File: src/rtl/tmr_ctl_pkg.sv
package tmr_ctl_pkg;

    localparam int CTL_W   = 32;
    localparam int TGT_W   = 4;
    localparam int NTRAP   = 5;

    // Bit positions decoded by the trap logic
    localparam int POS_SCALE = 17;
    localparam int POS_PTEN  = 9;
    localparam int POS_VTEN  = 8;
    localparam int POS_VCEN  = 1;
    localparam int POS_PCEN  = 0;
    localparam int LOW_BITS  = 10;

    // Trap vector positions
    localparam int TRP_PCNT  = 0;
    localparam int TRP_VCNT  = 1;
    localparam int TRP_FREQ  = 2;
    localparam int TRP_PTMR  = 3;
    localparam int TRP_VTMR  = 4;

    typedef enum logic [1:0] {
        LVL_USER = 2'd0,
        LVL_KERN = 2'd1,
        LVL_HYP  = 2'd2,
        LVL_MON  = 2'd3
    } lvl_e;

    typedef enum logic [TGT_W-1:0] {
        TGT_NONE    = 4'd0,
        TGT_PT_CTL  = 4'd1,
        TGT_PT_CMP  = 4'd2,
        TGT_PT_TV   = 4'd3,
        TGT_VT_CTL  = 4'd4,
        TGT_VT_CMP  = 4'd5,
        TGT_VT_TV   = 4'd6,
        TGT_PCNT    = 4'd7,
        TGT_VCNT    = 4'd8,
        TGT_FREQ    = 4'd9
    } tgt_e;

    function automatic logic [CTL_W-1:0] impl_mask(input bit has_scale);
        logic [CTL_W-1:0] m;
        m = '0;
        for (int i = 0; i < LOW_BITS; i++) m[i] = 1'b1;
        m[POS_SCALE] = has_scale;
        return m;
    endfunction

endpackage

File: src/rtl/tmr_ctl_access.sv
module tmr_ctl_access
    import tmr_ctl_pkg::*;
(
    input  logic       clk,
    input  logic       rst_n,
    input  logic [1:0] el_i,
    input  logic       req_i,
    input  logic       we_i,
    output logic       undef_o,
    output logic       wr_en_o,
    output logic       rd_en_o
);

    lvl_e lvl;
    logic priv;

    always_comb begin
        lvl = lvl_e'(el_i);
        unique case (lvl)
            LVL_USER: priv = 1'b0;
            LVL_KERN,
            LVL_HYP,
            LVL_MON:  priv = 1'b1;
            default:  priv = 1'b0;
        endcase
    end

    always_comb begin
        undef_o = req_i && !priv;
        wr_en_o = req_i &&  priv &&  we_i;
        rd_en_o = req_i &&  priv && !we_i;
    end

    AST_UNDEF_ONLY_USER: assert property (@(posedge clk) disable iff (!rst_n)
        undef_o |-> (el_i == 2'd0));
    AST_NO_PRIV_PATH_IN_USER: assert property (@(posedge clk) disable iff (!rst_n)
        (el_i == 2'd0) |-> !(wr_en_o || rd_en_o));

endmodule

File: src/rtl/tmr_ctl_store.sv
module tmr_ctl_store
    import tmr_ctl_pkg::*;
#(
    parameter logic [CTL_W-1:0] RST_VAL   = '0,
    parameter bit               HAS_SCALE = 1'b1
)(
    input  logic             clk,
    input  logic             rst_n,
    input  logic             wr_en_i,
    input  logic [CTL_W-1:0] wdata_i,
    output logic [CTL_W-1:0] ctl_o
);

    localparam logic [CTL_W-1:0] WMASK = impl_mask(HAS_SCALE);

    for (genvar b = 0; b < CTL_W; b++) begin : g_bit
        if (WMASK[b]) begin : g_flop
            logic q;
            always_ff @(posedge clk) begin
                if (!rst_n)       q <= RST_VAL[b];
                else if (wr_en_i) q <= wdata_i[b];
            end
            assign ctl_o[b] = q;
        end else begin : g_zero
            assign ctl_o[b] = 1'b0;
        end
    end

    AST_WRITE_LANDS: assert property (@(posedge clk) disable iff (!rst_n)
        wr_en_i |=> (ctl_o == ($past(wdata_i) & WMASK)));
    AST_RSVD_ZERO: assert property (@(posedge clk) disable iff (!rst_n)
        (ctl_o & ~WMASK) == '0);
    AST_HOLD_NO_WRITE: assert property (@(posedge clk) disable iff (!rst_n)
        !wr_en_i |=> $stable(ctl_o));

endmodule

File: src/rtl/tmr_ctl_trap.sv
module tmr_ctl_trap
    import tmr_ctl_pkg::*;
(
    input  logic             clk,
    input  logic             rst_n,
    input  logic [1:0]       el_i,
    input  logic [TGT_W-1:0] tgt_i,
    input  logic             pt_en_i,
    input  logic             vt_en_i,
    input  logic             pc_en_i,
    input  logic             vc_en_i,
    output logic [NTRAP-1:0] trap_o
);

    tgt_e tgt;
    logic [NTRAP-1:0] raw;

    always_comb begin
        tgt = tgt_e'(tgt_i);
        raw = '0;
        unique case (tgt)
            TGT_PT_CTL, TGT_PT_CMP, TGT_PT_TV: raw[TRP_PTMR] = !pt_en_i;
            TGT_VT_CTL, TGT_VT_CMP, TGT_VT_TV: raw[TRP_VTMR] = !vt_en_i;
            TGT_PCNT:  raw[TRP_PCNT] = !pc_en_i;
            TGT_VCNT:  raw[TRP_VCNT] = !vc_en_i;
            TGT_FREQ:  raw[TRP_FREQ] = !pc_en_i && !vc_en_i;
            TGT_NONE:  raw = '0;
            default:   raw = '0;
        endcase
    end

    always_comb trap_o = (el_i == 2'd0) ? raw : '0;

    AST_TRAP_ONEHOT: assert property (@(posedge clk) disable iff (!rst_n)
        $onehot0(trap_o));
    AST_NO_TRAP_PRIV: assert property (@(posedge clk) disable iff (!rst_n)
        (el_i != 2'd0) |-> (trap_o == '0));
    AST_FREQ_BOTH_CLEAR: assert property (@(posedge clk) disable iff (!rst_n)
        trap_o[TRP_FREQ] |-> (!pc_en_i && !vc_en_i));

endmodule

File: src/rtl/tmr_ctl_top.sv
module tmr_ctl_top
    import tmr_ctl_pkg::*;
#(
    parameter logic [31:0] RST_VAL   = 32'h0000_0303,
    parameter bit          HAS_SCALE = 1'b1
)(
    input  logic        clk,
    input  logic        rst_n,
    input  logic [1:0]  el_i,
    input  logic        req_i,
    input  logic        we_i,
    input  logic [31:0] wdata_i,
    input  logic [3:0]  tgt_i,
    output logic [31:0] rdata_o,
    output logic        undef_o,
    output logic [4:0]  trap_o
);

    logic             wr_en, rd_en;
    logic [CTL_W-1:0] ctl_q;

    tmr_ctl_access u_access (
        .clk     (clk),
        .rst_n   (rst_n),
        .el_i    (el_i),
        .req_i   (req_i),
        .we_i    (we_i),
        .undef_o (undef_o),
        .wr_en_o (wr_en),
        .rd_en_o (rd_en)
    );

    tmr_ctl_store #(
        .RST_VAL   (RST_VAL),
        .HAS_SCALE (HAS_SCALE)
    ) u_store (
        .clk     (clk),
        .rst_n   (rst_n),
        .wr_en_i (wr_en),
        .wdata_i (wdata_i),
        .ctl_o   (ctl_q)
    );

    tmr_ctl_trap u_trap (
        .clk     (clk),
        .rst_n   (rst_n),
        .el_i    (el_i),
        .tgt_i   (tgt_i),
        .pt_en_i (ctl_q[POS_PTEN]),
        .vt_en_i (ctl_q[POS_VTEN]),
        .pc_en_i (ctl_q[POS_PCEN]),
        .vc_en_i (ctl_q[POS_VCEN]),
        .trap_o  (trap_o)
    );

    always_comb rdata_o = rd_en ? ctl_q : '0;

    AST_UNDEF_WRITE_HOLD: assert property (@(posedge clk) disable iff (!rst_n)
        (undef_o && we_i) |=> $stable(ctl_q));
    AST_USER_READ_BLANK: assert property (@(posedge clk) disable iff (!rst_n)
        undef_o |-> (rdata_o == '0));
    AST_PRIV_READ_VALUE: assert property (@(posedge clk) disable iff (!rst_n)
        (req_i && !we_i && el_i != 2'd0) |-> (rdata_o == ctl_q));

endmodule

File: config.mk
export PLATFORM = sky130hd
export DESIGN_NAME = tmr_ctl_top
export DESIGN_NICKNAME = d
export VERILOG_FILES = /design/src/rtl/tmr_ctl_pkg.sv /design/src/rtl/tmr_ctl_access.sv /design/src/rtl/tmr_ctl_store.sv /design/src/rtl/tmr_ctl_trap.sv /design/src/rtl/tmr_ctl_top.sv
export SDC_FILE = /design/constraint.sdc
export NUM_CORES = 1
export LEC_CHECK = 0
export BUFFER_PORTS_ARGS = -buffer_cell sky130_fd_sc_hd__buf_2
export CORE_ASPECT_RATIO = 1.5
export CORE_UTILIZATION = 36
export DETAILED_ROUTE_END_ITERATION = 6
export PLACE_DENSITY = 0.79
export SYNTH_ARGS = -nofsm -noshare
export SYNTH_HDL_FRONTEND = slang
export SYNTH_SLANG_ARGS = --single-unit
export TNS_END_PERCENT = 50
File: constraint.sdc
create_clock -name clk -period 1.2 [get_ports clk]
set_input_delay 0.18 -clock clk [delete_from_list [all_inputs] [get_ports clk]]
set_output_delay 0.18 -clock clk [all_outputs]
set_load 0.005 [all_outputs]
# Word-level counts from Yosys, hierarchy flattened
# Cells that the tools add are included.
# op_classes
mux	8
reduce_logical	15
n_eq_ne	12
# op_table
op	count
18-bit 2-to-1 mux	1
4-bit by 3-bit == test with 1-bit output (second input constant)	4
3-bit OR reduction	3
4-bit by 2-bit == test with 1-bit output (second input constant)	2
4-bit == test (second input constant)	2
1-bit logical NOT	6
1-bit logical AND	5
1-bit 2-to-1 mux	5
5-bit 2-to-1 mux	1
2-bit == test (second input constant)	2
4-bit by 1-bit == test with 1-bit output (second input constant)	1
2-bit by 1-bit == test with 1-bit output (second input constant)	1
2-bit logical NOT	1
1-bit one-hot mux with 2 select lines	1
# word_totals
word_cells	46
ff_bits	11
in_bits	42
output_inout_bits	38

# Depth between registers and ports, before layout
# Gate-level depths: netlist (run 1).
# logic_depth
word_depth	6
mapped_depth	4
ltp_nobuf	2

# Cells and area by module
# Synthesis (run 1) repeated with hierarchy kept, for this count alone.
# hier_totals
cells_unflattened	119
hier_area_um2	1021.0
# by_module_without_submodules
mod	seq_area_each_um2	instances	area_each_um2	cells_per_inst
tmr_ctl_store	220.2	1	648.1	68
tmr_ctl_top	0.0	1	255.2	35
tmr_ctl_trap	0.0	1	85.1	11
tmr_ctl_access	0.0	1	32.5	5

# Least setup slack after synthesis (run 1)
# Ideal clock, no wire load.
# synth_timing
path_type	register to output
start	reg u_store.g_bit[1].g_flop.q
end	out trap_o[1]
slack_ps	28
stages_incl_launch_ff	3
arrival_time_ps	992
path_buffers	0
required_time_ps	1020
cell_sequence	dfxtp_1 -> or4b_4 -> nor4_2
# synth_between
elab_chain_len	3
# synth_lines
item	line	source
from (decl)	tmr_ctl_store.sv:18	logic q;
from (signal assigned)	tmr_ctl_store.sv:20	if (!rst_n) q <= RST_VAL[b];
from (signal assigned)	tmr_ctl_store.sv:21	else if (wr_en_i) q <= wdata_i[b];
1-bit logical NOT	tmr_ctl_trap.sv:25	TGT_VCNT: raw[TRP_VCNT] = !vc_en_i;
1-bit 2-to-1 mux	tmr_ctl_trap.sv:21	unique case (tgt)
5-bit 2-to-1 mux	tmr_ctl_trap.sv:32	always_comb trap_o = (el_i == 2'd0) ? raw : '0;
to (decl)	tmr_ctl_top.sv:16	output logic [4:0] trap_o
# Every way passes these cells.

# Worst setup path in the final report (run 1)
# Same ends and word-level chain as after synthesis.

==> results.md, run 1 <==
- Sequential Area: 221.5 um^2
- # IOs: 80
- Compound-Gate Fraction of Synth Area: 9.567%
- Layout cells sized above 1: 42.86%
- Pwr/cell area: 787.0 nW/um^2
- Clock Skews: 0 ps
- CTS Sinks: 11
- Biggest register: u_store.g_bit.g_flop.q
- Max-slew violations: 0
- Routability cong.: 0.6098
- Final WS setup: -374.0 ps
- Total die area: 2526 um^2
- Asr flop ratio synth: 0%
- First-pass GRT wire length: 2.559 mm
- # rows: 21
- Hold Path Class: in2reg
- Wire per inst: 11.11 um
- Largest area contributor in the netlist: dfxtp_1
- Buffer and inverter count on the worst path: 1
- Register area share after synthesis: 26.31%
- Critical Path Stages: 3
- Final setup vio count: 3
- Commonest register cell after synthesis: dfxtp_1
- WP data arrival: 1390 ps
- Later-pin clock latency in the skew report: 250 ps
- Core area: 2207 um^2
- FF+latch count, synth: 11
- Initial DRC count: 14
- Number of synthesized flops with an enable pin: 0
- Startpoint types: flop
- CTS Buffer Depth: 2
- Mux share of post-synthesis cell area: 8.371%
- Detailed-route via count: 782
- Post-route ant nets: 0
- Via/cell ratio: 4.798
- P&R area growth vs syn: 27.95%
- Post-synthesis adder-cell area fraction: 0%
- Largest family of logic cells by synthesized area: simple AND/OR/NAND/NOR gates
- Cts bufs inserted: 3
- H-tree depth: 1
- Number of fill cells: 240
- Worst EP required: 1020 ps
- FMAX: 635.3 MHz
- Hold Crit Depth: 3
- Largest registers: u_store.g_bit.g_flop.q: 11 flops
- Most numerous cell in the Yosys netlist: buf_4
- Initial Util: 37.93%
- Max reg flops: 11
- Multi-input gate area: 518.0 um^2
- Vias in the first global route: 631
- Number of port buffers: 37
- Syn Area/Cell: 8.455 um^2
- Post-synthesis simple-gate area fraction: 28.85%
- Initial antenna violation count: 0
- Crit path kind: reg2out
- Antenna cell count: 0
- Final Hold Fails: 0
- Mapped cell area: 837.1 um^2
- Worst reg2reg path depth: 2
- Fin crit share: 131.2%
- Number of hold buffers added after CTS: 0
- Worst VDD drop: 572.4 uV
- Drt total wl: 1.811 mm
- Root buf cell: clkbuf_4
- Max incr delay on CP: 520 ps
- Aggregate global-route resource usage: 14.55%
- Crit-path slowest cell: or4b_4
- DP Area: 987.2 um^2
- Most instantiated cells after synthesis: buf_4, nand2_1, dfxtp_1, nor3b_1, mux2i_1
- 1st-pass router iterations: 2
- Width of the chip: 41.37 um
- YS warnings: 0
- Top cells by area, synth: dfxtp_1, buf_4, mux2i_1
- RSZ-0062 raised after global routing: yes
- Critical-path cell list: or4b_4 > nor4_4 > buf_2
- Fin nets: 183
- Sum of negative setup slack: -747.3 ps
- Dpl hpwl: 1.402 mm
- Clk slew on worst S/H paths: 70 ps
- Post-Synth XOR/XNOR Area: 0%
- Static Leak: 0.0005412 uW
- Critical path fanouts, max: 2
- Critical path's top delay family: simple AND/OR/NAND/NOR gates
- Global route overflow: 0
- Status: complete, but fails checks
- Die Ht: 61.06 um
- Max-Cap Viols: 0
- Worst setup EP type: output port
- Cells after Synth: 99
- # DRC: 0
- Clock tree from TritonCTS: yes
- Flop2flop setup slack: 560 ps
- Top cell type's share of synthesized area: 26.31%
- Distinct cells, synth: 26
- Final Cell Area: 1071 um^2
- Final min period: 1574 ps
- Placement Setup Slack: -116.5 ps
- Pin count of the biggest net entering global routing: 19
- Failing checks: negative setup slack
## worst paths after layout
kind,to,from
setup / recovery,trap_o[1],u_store.g_bit[1].g_flop.q
hold / removal,u_store.g_bit[2].g_flop.q,wdata_i[2]
setup reg to reg,u_store.g_bit[0].g_flop.q,u_store.g_bit[0].g_flop.q
hold reg to reg,u_store.g_bit[7].g_flop.q,u_store.g_bit[7].g_flop.q
## cell type report
cell class / count / share of cell area (%)
Inverter: 4 / 1.402
Clock buffer: 4 / 2.453
Sequential cell: 11 / 20.68
Timing Repair Buffer: 46 / 24.42
Multi-Input combinational cell: 75 / 48.36
Tap cell: 23 / 2.687
## tightest hold or removal path: stages
cell and delay (ps):
buf_2 90, nand2_1 50, mux2i_1 50
## through the flow
stage	utilization (%)	hold WS, ps	cells	power [uW]
2_1_floorplan	-	322.1	119	560.0
3_3_place_gp	44.73	430.1	159	584.2
3_5_place_dp	44.73	437.1	159	592.0
4_1_cts	46.66	163.3	163	839.3
5_1_grt	48.53	162.1	163	906.3
6_report	48.53	163.6	163	842.9
## cells in the final DEF, fill, tap and decap left out
cell / n
buf_6: 1
nor4b_4: 1
nor3_2: 3
clkbuf_4: 3
o211a_1: 1
mux2i_1: 7
o211ai_1: 4
nor4_4: 3
nor2_1: 1
nand2b_1: 1
conb_1: 21
inv_2: 1
inv_1: 3
dfxtp_2: 1
or4b_4: 1
nor3_1: 1
nand2_1: 15
or3_4: 1
dfxtp_1: 10
buf_2: 35
clkbuf_1: 1
o21ai_1: 1
and4_1: 1
nor3b_1: 8
buf_4: 10
o2111ai_1: 4
and3_1: 1
## timing repair
item                       in CTS  in global routing
setup endpoints to repair       6                 11
pin swaps                       1                  1
gates resized for setup         5                  8
buffers inserted                0                  0
## cell families after synthesis
group | Yosys count
AND/OR/NAND/NOR | 37
multiplexers | 7
buffers and inverters | 33
other | 1
AO/OA/AOI/OAI | 10
flip-flops | 11
## power breakdown
part / switching (uW) / internal (uW) / total (uW)
combinational: 116 / 91.6 / 208
sequential: 9.10 / 385 / 394
clock: 113 / 128 / 241
total: 238 / 605 / 843
## metal layers
| metal | GRT usage [%] | vias up | wire length, um |
|---|---|---|---|
| li1 | - | 385 | - |
| met1 | 15.87 | 362 | 681 |
| met5 | 0 | - | 0 |
| met2 | 26.56 | 33 | 1004 |
| met4 | 5.530 | 0 | 10 |
| met3 | 2.166 | 2 | 115 |
Note: power is estimated with default switching activity, not from simulation.
==> run 2, diff against run 1 <==
--- a/config.mk
+++ b/config.mk
@@ -10,6 +10,8 @@
 export CORE_UTILIZATION = 36
 export DETAILED_ROUTE_END_ITERATION = 6
 export PLACE_DENSITY = 0.79
+export SETUP_SLACK_MARGIN = 0.02
+export SLEW_MARGIN = 30
 export SYNTH_ARGS = -nofsm -noshare
 export SYNTH_HDL_FRONTEND = slang
 export SYNTH_SLANG_ARGS = --single-unit
==> run 2 against run 1 <==
Compared with the run above:
- the flow still finishes with violations (negative setup slack)
- via count increased by 0.90%
- flip-flop and latch count unchanged
- maximum frequency increased by 0.11%
- register-to-register slack barely moved
- critical path type unchanged
- clock skew stayed put
- critical endpoint unchanged
- die area did not move
- wire length increased by 2.7%
- clock power is essentially flat
==> results.md, run 2 (synthesis results as in run 1) <==
- Crit-path slowest cell: or4b_4
- Worst VDD drop: 570.5 uV (-0.32%)
- Aggregate global-route resource usage: 14.83% (+0.28 points)
- Final Hold Fails: 0 (unchanged)
- Final core occ: 49.21% (+0.68 points)
- Number of hold buffers added after CTS: 0 (unchanged)
- Worst EP required: 1020 ps (about the same)
- HP Start: wdata_i[2]
- Initial antenna violation count: 0 (unchanged)
- Pin count of the biggest net entering global routing: 19 (unchanged)
- Initial DRC count: 18 (+4)
- Die Ht: 61.06 um (unchanged)
- Final WS setup: -372.2 ps (+1.806 ps)
- P&R area growth vs syn: 29.75%
- Status: complete, but fails checks
- Final Cell Area: 1086 um^2 (+1.4%)
- Crit Reg-Reg Endpoint: u_store.g_bit[9].g_flop.q
- # IOs: 80 (unchanged)
- Cts bufs inserted: 3 (unchanged)
- Worst setup EP type: output port
- Pwr/cell area: 780.5 nW/um^2 (-0.83%)
- Number of fill cells: 241 (+0.42%)
- Failing checks: negative setup slack
- Max incr delay on CP: 520 ps (about the same)
- First-pass GRT wire length: 2.580 mm (+0.82%)
- Layout cells sized above 1: 43.97% (+1.1 points)
- Drt total wl: 1.859 mm (+2.7%)
- Sequential Area: 222.7 um^2 (+0.57%)
- Root buf cell: clkbuf_4
- Power Total: 847.7 uW (+0.56%)
- Flop2flop setup slack: 560 ps (about the same)
- 1st-pass router iterations: 3 (+1)
- DP Area: 987.2 um^2 (unchanged)
- Total die area: 2526 um^2 (unchanged)
- Detailed-route via count: 789 (+0.90%)
- Crit path kind: reg2out
- H-tree depth: 1 (unchanged)
- Top sig layer: met4
- Clk slew on worst S/H paths: 70 ps (about the same)
- Global route overflow: 0 (unchanged)
- Routed wl met2: 1.054 mm (+5.0%)
- Critical path fanouts, max: 2 (unchanged)
- Max-Cap Viols: 0 (unchanged)
- Hold Path End: u_store.g_bit[2].g_flop.q
- # rows: 21 (unchanged)
- Fin nets: 184 (+0.55%)
- Final min period: 1572 ps (-1.806 ps)
- Static Leak: 0.0005441 uW (+0.55%)
- Biggest register: u_store.g_bit.g_flop.q
- Hold Crit Depth: 3 (unchanged)
- RSZ-0062 raised after global routing: yes
- Worst reg2reg path depth: 2 (unchanged)
- Antenna cell count: 0 (unchanged)
- Highest-count cells in the layout ignoring fill and taps: buf_2, conb_1, nand2_1
- Via/cell ratio: 4.811 (+0.28%)
- Initial Util: 37.93% (unchanged)
- Final setup vio count: 3 (unchanged)
- Vias in the first global route: 637 (+0.95%)
- Routability cong.: 0.6098 (unchanged)
- Sum of negative setup slack: -748.9 ps (-1.518 ps)
- Hold Path Class: in2reg
- Clock Skews: 0 ps (unchanged)
- Later-pin clock latency in the skew report: 250 ps (about the same)
- Wire per inst: 11.34 um (+2.0%)
- # DRC: 0 (unchanged)
- Startpoint types: flop
- Worst r2r src: u_store.g_bit[9].g_flop.q
- Met3 routed WL: 94 um (-18%)
- Max reg flops: 11 (unchanged)
- Post-route ant nets: 0 (unchanged)
- CTS Sinks: 11 (unchanged)
- Max-slew violations: 0 (unchanged)
- Width of the chip: 41.37 um (unchanged)
- WP data arrival: 1390 ps (about the same)
- Multi-input gate area: 513.0 um^2 (-0.97%)
- Most common cell after layout, fill and taps aside: buf_2
- FMAX: 636.1 MHz (+0.11%)
- Metal1 wirelength: 700 um (+2.8%)
- CTS Buffer Depth: 2 (unchanged)
- Number of port buffers: 37 (unchanged)
- Largest registers: u_store.g_bit.g_flop.q: 11 flops
- Dpl hpwl: 1.402 mm (unchanged)
- Core area: 2207 um^2 (unchanged)
- Clock tree from TritonCTS: yes
- Placement Setup Slack: -116.5 ps (unchanged)
- Fin crit share: 131.0% (-0.15 points)
- Critical-path cell list: or4b_4 > nor4_4 > buf_2
-- run 2: cell type report --
type                       instances  share of cell area (%)
tap                               23                   2.650
multi-input combinational         75                   47.24
inverter                           4                   1.382
timing repair buffer              47                   25.81
sequential                        11                   20.51
clock buffer                       4                   2.419
-- run 2: metal layers --
| metal | track usage (%) | vias to the layer above |
|---|---|---|
| met2 | 27.90 | 33 |
| met5 | 0 | - |
| met4 | 5.530 | 0 |
| met1 | 15.42 | 370 |
| met3 | 2.166 | 2 |
| li1 | - | 384 |
-- run 2: power breakdown --
| group | leakage, uW | total, uW | switching (uW) | internal, uW |
|---|---|---|---|---|
| combinational | 0.000440 | 214 | 117 | 97.1 |
| clock | 0.0000150 | 239 | 111 | 128 |
| sequential | 0.0000894 | 395 | 9.62 | 385 |
-- run 2: worst max path at each step --
stage	start	to	slack, ps	cells after the start
2_1_floorplan	u_store.g_bit[1].g_flop.q	trap_o[1]	30	2
3_3_place_gp	u_store.g_bit[1].g_flop.q	trap_o[1]	-90	3
3_5_place_dp	u_store.g_bit[1].g_flop.q	trap_o[2]	-120	3
4_1_cts	u_store.g_bit[1].g_flop.q	trap_o[2]	-410	3
5_1_grt	u_store.g_bit[1].g_flop.q	trap_o[1]	-460	3
6_report	u_store.g_bit[1].g_flop.q	trap_o[1]	-370	3
-- run 2: what timing repair did --
item                                   4_1_cts  5_1_grt
buffers inserted                             0        1
gates cloned                                 0        0
setup endpoints to repair                    6       13
pin swaps                                    1        4
endpoints found under the hold margin        0        0
gates resized for setup                      7       10
-- run 2: critical path: cells and delay by family (launching register included) --
| kind | cells | cell delay, ps |
|---|---|---|
| buffers and inverters | 1 | 150 |
| AND/OR/NAND/NOR | 2 | 670 |
| flip-flops | 1 | 310 |
-- run 2: per-stage QoR --
step	hold slack [ps]	std cells
after floorplan	322.1	119
after global placement	430.1	159
after detailed placement	437.1	159
after CTS	163.3	163
after global routing	162.1	164
final	165.2	164
